[config.mk]
export PLATFORM = sky130hd
export DESIGN_NAME = serialNegator
export DESIGN_NICKNAME = d
export VERILOG_FILES = /design/src/rtl/negPkg.sv /design/src/rtl/negCtl.sv /design/src/rtl/negDp.sv /design/src/rtl/serialNegator.sv
export SDC_FILE = /design/constraint.sdc
export NUM_CORES = 1
export LEC_CHECK = 0
export BUFFER_PORTS_ARGS = -buffer_cell sky130_fd_sc_hd__buf_2
export CORE_UTILIZATION = 50
export DETAILED_ROUTE_END_ITERATION = 8
export MAX_ROUTING_LAYER = met4
export PLACE_DENSITY = 0.78
export SYNTH_ARGS = -nofsm -noshare
export SYNTH_HDL_FRONTEND = slang
export SYNTH_SLANG_ARGS = --single-unit
[constraint.sdc]
create_clock -name clk -period 2.2 [get_ports clk]
set_input_delay 0.11 -clock clk [delete_from_list [all_inputs] [get_ports clk]]
set_output_delay 0.11 -clock clk [all_outputs]
set_load 0.02 [all_outputs]
[src/rtl/negPkg.sv]
package negPkg;

  // strobes from the sequencing logic to the arithmetic path
  typedef struct packed {
    logic shift;   // an input bit belonging to an open word is present
    logic first;   // this bit is the LSB of a new word
    logic last;    // this bit is the sign bit, the word completes
  } negStrobesT;

endpackage

[src/rtl/negCtl.sv]
module negCtl
  import negPkg::*;
#(
  parameter int W = 16
) (
  input  logic       clk,
  input  logic       rstN,
  input  logic       bitEn,
  input  logic       wordStart,
  output negStrobesT strb,
  output logic       wordValid
);

  localparam int CW = (W > 2) ? $clog2(W) : 1;
  localparam logic [CW-1:0] LASTIDX = CW'(W - 1);

  logic          inWord;
  logic [CW-1:0] bitCnt;
  logic [CW-1:0] idx;
  logic          active;

  always_comb begin
    active     = bitEn & (wordStart | inWord);
    idx        = wordStart ? '0 : bitCnt;
    strb.shift = active;
    strb.first = bitEn & wordStart;
    strb.last  = active & (idx == LASTIDX);
  end

  always_ff @(posedge clk or negedge rstN) begin
    if (!rstN) begin
      inWord <= 1'b0;
      bitCnt <= '0;
    end else if (active) begin
      if (strb.last) begin
        inWord <= 1'b0;
        bitCnt <= '0;
      end else begin
        inWord <= 1'b1;
        bitCnt <= idx + 1'b1;
      end
    end
  end

  always_ff @(posedge clk or negedge rstN) begin
    if (!rstN)          wordValid <= 1'b0;
    else if (strb.last) wordValid <= 1'b1;
    else if (bitEn)     wordValid <= 1'b0;
  end

  // a completed word raises the output strobe
  assert_valid_follows_last_R6: assert property (@(posedge clk) disable iff (!rstN)
    strb.last |=> wordValid);

  // the strobe lasts for a single enabled cycle
  assert_valid_single_R6: assert property (@(posedge clk) disable iff (!rstN)
    (wordValid && bitEn && !strb.last) |=> !wordValid);

  // a word start and a word end never share a bit when W > 1
  assert_first_last_apart_R1: assert property (@(posedge clk) disable iff (!rstN)
    $onehot0({strb.first, strb.last}));

endmodule

[src/rtl/negDp.sv]
module negDp
  import negPkg::*;
#(
  parameter int W = 16
) (
  input  logic       clk,
  input  logic       rstN,
  input  logic       bitEn,
  input  logic       sIn,
  input  negStrobesT strb,
  output logic       sOut
);

  localparam logic [W-1:0] MAXPOS = {1'b0, {(W-1){1'b1}}};
  localparam logic [W-1:0] MINNEG = {1'b1, {(W-1){1'b0}}};

  logic         carryQ;
  logic         lowZeroQ;
  logic [W-1:0] accQ;
  logic [W-1:0] outQ;
  logic         loadedQ;

  logic         invBit;
  logic         carryIn;
  logic         sumBit;
  logic [W-1:0] fullSum;
  logic         mostNeg;

  always_comb begin
    invBit  = ~sIn;
    carryIn = strb.first ? 1'b1 : carryQ;
    sumBit  = invBit ^ carryIn;
    fullSum = {sumBit, accQ[W-1:1]};
    // every bit below the sign was zero and the sign is one
    mostNeg = lowZeroQ & sIn;
  end

  // serial adder and input collection
  always_ff @(posedge clk or negedge rstN) begin
    if (!rstN) begin
      carryQ   <= 1'b0;
      lowZeroQ <= 1'b0;
      accQ     <= '0;
    end else if (strb.shift) begin
      carryQ   <= invBit & carryIn;
      lowZeroQ <= (strb.first ? 1'b1 : lowZeroQ) & ~sIn;
      accQ     <= fullSum;
    end
  end

  // held output word, shifted MSB first
  always_ff @(posedge clk or negedge rstN) begin
    if (!rstN) begin
      outQ    <= '0;
      loadedQ <= 1'b0;
    end else if (strb.last) begin
      outQ    <= mostNeg ? MAXPOS : fullSum;
      loadedQ <= 1'b1;
    end else if (bitEn) begin
      outQ    <= {outQ[W-2:0], 1'b0};
    end
  end

  assign sOut = outQ[W-1];

  // the unrepresentable result never reaches the output register
  assert_no_min_result_R4: assert property (@(posedge clk) disable iff (!rstN)
    strb.last |=> outQ != MINNEG);

  // between loads the word moves one place per enable
  assert_msb_shift_R5: assert property (@(posedge clk) disable iff (!rstN)
    (bitEn && !strb.last) |=> sOut == $past(outQ[W-2]));

  // no output activity before the first complete word
  assert_idle_quiet_R9: assert property (@(posedge clk) disable iff (!rstN)
    !loadedQ |-> outQ == '0);

  // carry is consumed fresh at every word start
  assert_carry_fresh_R3: assert property (@(posedge clk) disable iff (!rstN)
    (strb.first && sIn) |=> !carryQ);

endmodule

[src/rtl/serialNegator.sv]
module serialNegator #(
  parameter int W = 16
) (
  input  logic clk,
  input  logic rstN,
  input  logic bitEn,
  input  logic sIn,
  input  logic wordStart,
  output logic sOut,
  output logic wordValid
);

  negPkg::negStrobesT strb;

  negCtl #(.W(W)) i_negCtl (
    .clk       (clk),
    .rstN      (rstN),
    .bitEn     (bitEn),
    .wordStart (wordStart),
    .strb      (strb),
    .wordValid (wordValid)
  );

  negDp #(.W(W)) i_negDp (
    .clk   (clk),
    .rstN  (rstN),
    .bitEn (bitEn),
    .sIn   (sIn),
    .strb  (strb),
    .sOut  (sOut)
  );

endmodule

==> impl_metrics.tcl <==
set metrics [dict create \
    setup_viol 0 \
    pwr-share-seq_pct 56.3 \
    clock_path_buffers 2 \
    first_global_vias 1259 \
    grt_pass1_wl_um 6240 \
    final.min_clock_period_ns 1.65 \
    leakagePower_nw 0.849 \
    cp_max_fo 16 \
    timing.rr.end "i_negDp.outQ[6]" \
    synth_largest_area_cell "dfrtp_1" \
    cts_setup_buffers 0 \
    holdCritPathClass "primary input to flip-flop" \
    synth_enable_flop_cells 0 \
    avgSynthCellArea_um2 11.9 \
    fmax_ghz 0.606 \
    status "finished, final reports clean" \
    drt-vias-per-instance 5.82 \
    skew_ns 0.00520 \
    finalSetupTns_ns 0 \
    vias 1251 \
    worst_pin_slew_ns 0.842 \
    post-route-util_pct 55.5 \
    grt_usage_pct 20.2 \
    rows 22 \
    r2r_cells 3 \
    antenna-diode-count 0 \
    die_x_um 64.6 \
    netlist_instances 164 \
    hold_viol_final 0 \
    ioPinCount 7 \
    grt.overflow.total 0 \
    cts_inserted_buffers 5 \
    ys_ff_latch 39 \
    firstDrtPassIters 4 \
    wirelength_um 3510 \
    postLayoutCellArea_um2 2060 \
    pwr-share-comb_pct 19.9 \
    drcViolationCount 0 \
    dieHeight_um 64.6 \
    synth_area_um2 1960 \
    worstSetupPathType "flip-flop to flip-flop" \
    yosysWarnings 0 \
    synth.top_cells.by_count "dfrtp_1, nand2_1, a21oi_1" \
    synthArstFlopShare_pct 100 \
    powerDensity_nw_per_um2 943 \
    reg2reg_setup_slack_ns 0.55 \
    post_dp_cell_area_um2 1970 \
    routabilityCongestion 0.889 \
    yosysMostFrequentCell "dfrtp_1" \
    drive_gt1_share_pct 29.9 \
    antenna_found_initial 0 \
    timing.rr.start "i_negCtl.inWord" \
    cts_resized 0 \
    p_int_mw 1.32 \
    fill_cells 320 \
    nets 172 \
    crit_arrival_ns 1.84 \
    syn2layout_area_growth_pct 5.24 \
    slew_headroom_pct 43.9 \
    dp_hpwl_um 2320 \
    power.total_mw 1.94 \
    path_clk_slew_ns 0.07 \
    synth_top_cell_area_share_pct 49.8 \
    maxCapViolations 0 \
    synth-main-ff-cell "dfrtp_1" \
    syn-num-nets 170 \
    worst_hold_path.num_cells 2 \
    power.clock.fraction_pct 23.8 \
    maxSlewViolCount 0 \
    yosys-top-cells-area "dfrtp_1, nor4_2, o31ai_2" \
    start_util_pct 52.7 \
    min_from "sIn" \
    wl_per_cell_um 16.3 \
    synth-seq-area-share_pct 49.8 \
    grt_start_max_net_pins 40 \
    p_sw_mw 0.621 \
    rsz0062_at_grt "no" \
    worst_setup_path_start_kind "flip-flop" \
    peakVddDrop_v 0.000513 \
    cts_sinks 39 \
    htreeDepth 2 \
    clock-root-buffer "clkbuf_8" \
    synth.distinct_cells 34 \
    holdPathEnd "i_negDp.lowZeroQ" \
    die_area_um2 4170 \
    swShare_pct 32.0 \
    ant_nets 0 \
    cp-end-kind "flip-flop" \
    placement.io_buffers 6 \
    clkLatencyLatePin_ns 0.29 \
    required_ns 2.39 \
    tritoncts "yes" \
    coreArea_um2 3720 \
    drt-initial-drc-count 88 \
    final.period_utilization_pct 75.0 \
]
layer usage:
metal / global-route usage [%] / up-vias / routed length [um]
met1: 27.4 / 624 / 1690
met3: 3.87 / 8 / 68
met5: - / - / 0
met2: 29.6 / 14 / 1690
li1: - / 605 / -
met4: 8.89 / 0 / 63
cells in the final DEF, fill, tap and decap left out, types with 2 or more instances in the layout:
| master | count |
|---|---|
| a21oi_1 | 9 |
| a21oi_2 | 8 |
| and2_1 | 2 |
| and4b_1 | 2 |
| buf_2 | 6 |
| buf_4 | 2 |
| clkbuf_8 | 5 |
| dfrtp_1 | 39 |
| inv_1 | 2 |
| mux2_1 | 8 |
| mux2_2 | 8 |
| nand2_1 | 20 |
| nand3_1 | 2 |
| nand4b_1 | 2 |
| nor2b_1 | 2 |
| nor4_1 | 7 |
| nor4_2 | 8 |
| o21ai_0 | 3 |
| o2bb2ai_1 | 3 |
| o31ai_1 | 6 |
| o31ai_2 | 8 |
layout make-up:
cell class              count  area [um2]  share of cell area, %
multi-input cells         108         875                   42.4
clock buffers               6        72.6                   3.52
repair buffers              9        55.1                   2.67
flip-flops and latches     39         976                   47.3
inverters                   3        11.3                  0.546
clock inverters             2        12.5                  0.607
well taps                  48        60.1                   2.91
flip-flops by register name, indices dropped and copies added, names as in the netlist:
signal,flops
i_negDp.outQ,16
i_negDp.accQ,15
i_negCtl.bitCnt,4
i_negCtl.inWord,1
i_negCtl.wordValid,1
i_negDp.carryQ,1
i_negDp.lowZeroQ,1
worst max-delay path by stage:
stage	end	slack (ns)	from	depth (start not counted)
finish	i_negDp.outQ[6]	0.55	i_negCtl.inWord	3
global route	i_negDp.outQ[6]	0.38	i_negCtl.inWord	3
CTS	i_negDp.outQ[6]	0.55	i_negCtl.inWord	3
detailed placement	i_negDp.outQ[6]	0.56	i_negCtl.inWord	3
global placement	i_negDp.outQ[13]	0.63	i_negCtl.bitCnt[1]	4
floorplan	i_negDp.accQ[15]	0.85	i_negCtl.inWord	3
repair_timing:
action,4_1_cts,5_1_grt
hold buffers,1,0
endpoints found under the setup margin,0,0
hold endpoints to repair,39,0
worst max-delay path: stages, from the launching register on:
cell and delay, ns:
dfrtp_1 0.46, and2_1 0.63, a21oi_1 0.16, o31ai_1 0.29
power groups by stage:
| stage | registers (mW) | clock network (mW) | logic (mW) |
|---|---|---|---|
| floorplan | 1.06 | 0 | 0.326 |
| global placement | 1.09 | 0 | 0.367 |
| detailed placement | 1.11 | 0 | 0.390 |
| CTS | 1.09 | 0.476 | 0.394 |
| global route | 1.12 | 0.506 | 0.433 |
| finish | 1.09 | 0.462 | 0.387 |
through the flow:
step | hold WS, ns | setup slack, ns | cells
final | 0.0146 | 0.550 | 215
after global routing | 0.0277 | 0.377 | 215
after CTS | 0.0117 | 0.549 | 215
after detailed placement | 0.263 | 0.562 | 206
after global placement | 0.253 | 0.635 | 206
after floorplan | -0.186 | 0.851 | 164
kinds of logic (layout without fill, tap and decap cells):
group                    count (synthesis)  after routing  share of synthesized area (%)
AND/OR/NAND/NOR                         48             48                           16.6
AO/OA/AOI/OAI                           42             42                           17.7
adder cells (fa/ha/maj)                  1              1                          0.638
flip-flops                              39             39                           49.8
multiplexers                            17             17                           9.71
buffers and inverters                   17             20                           5.55
(Power assumes the default switching activity.)
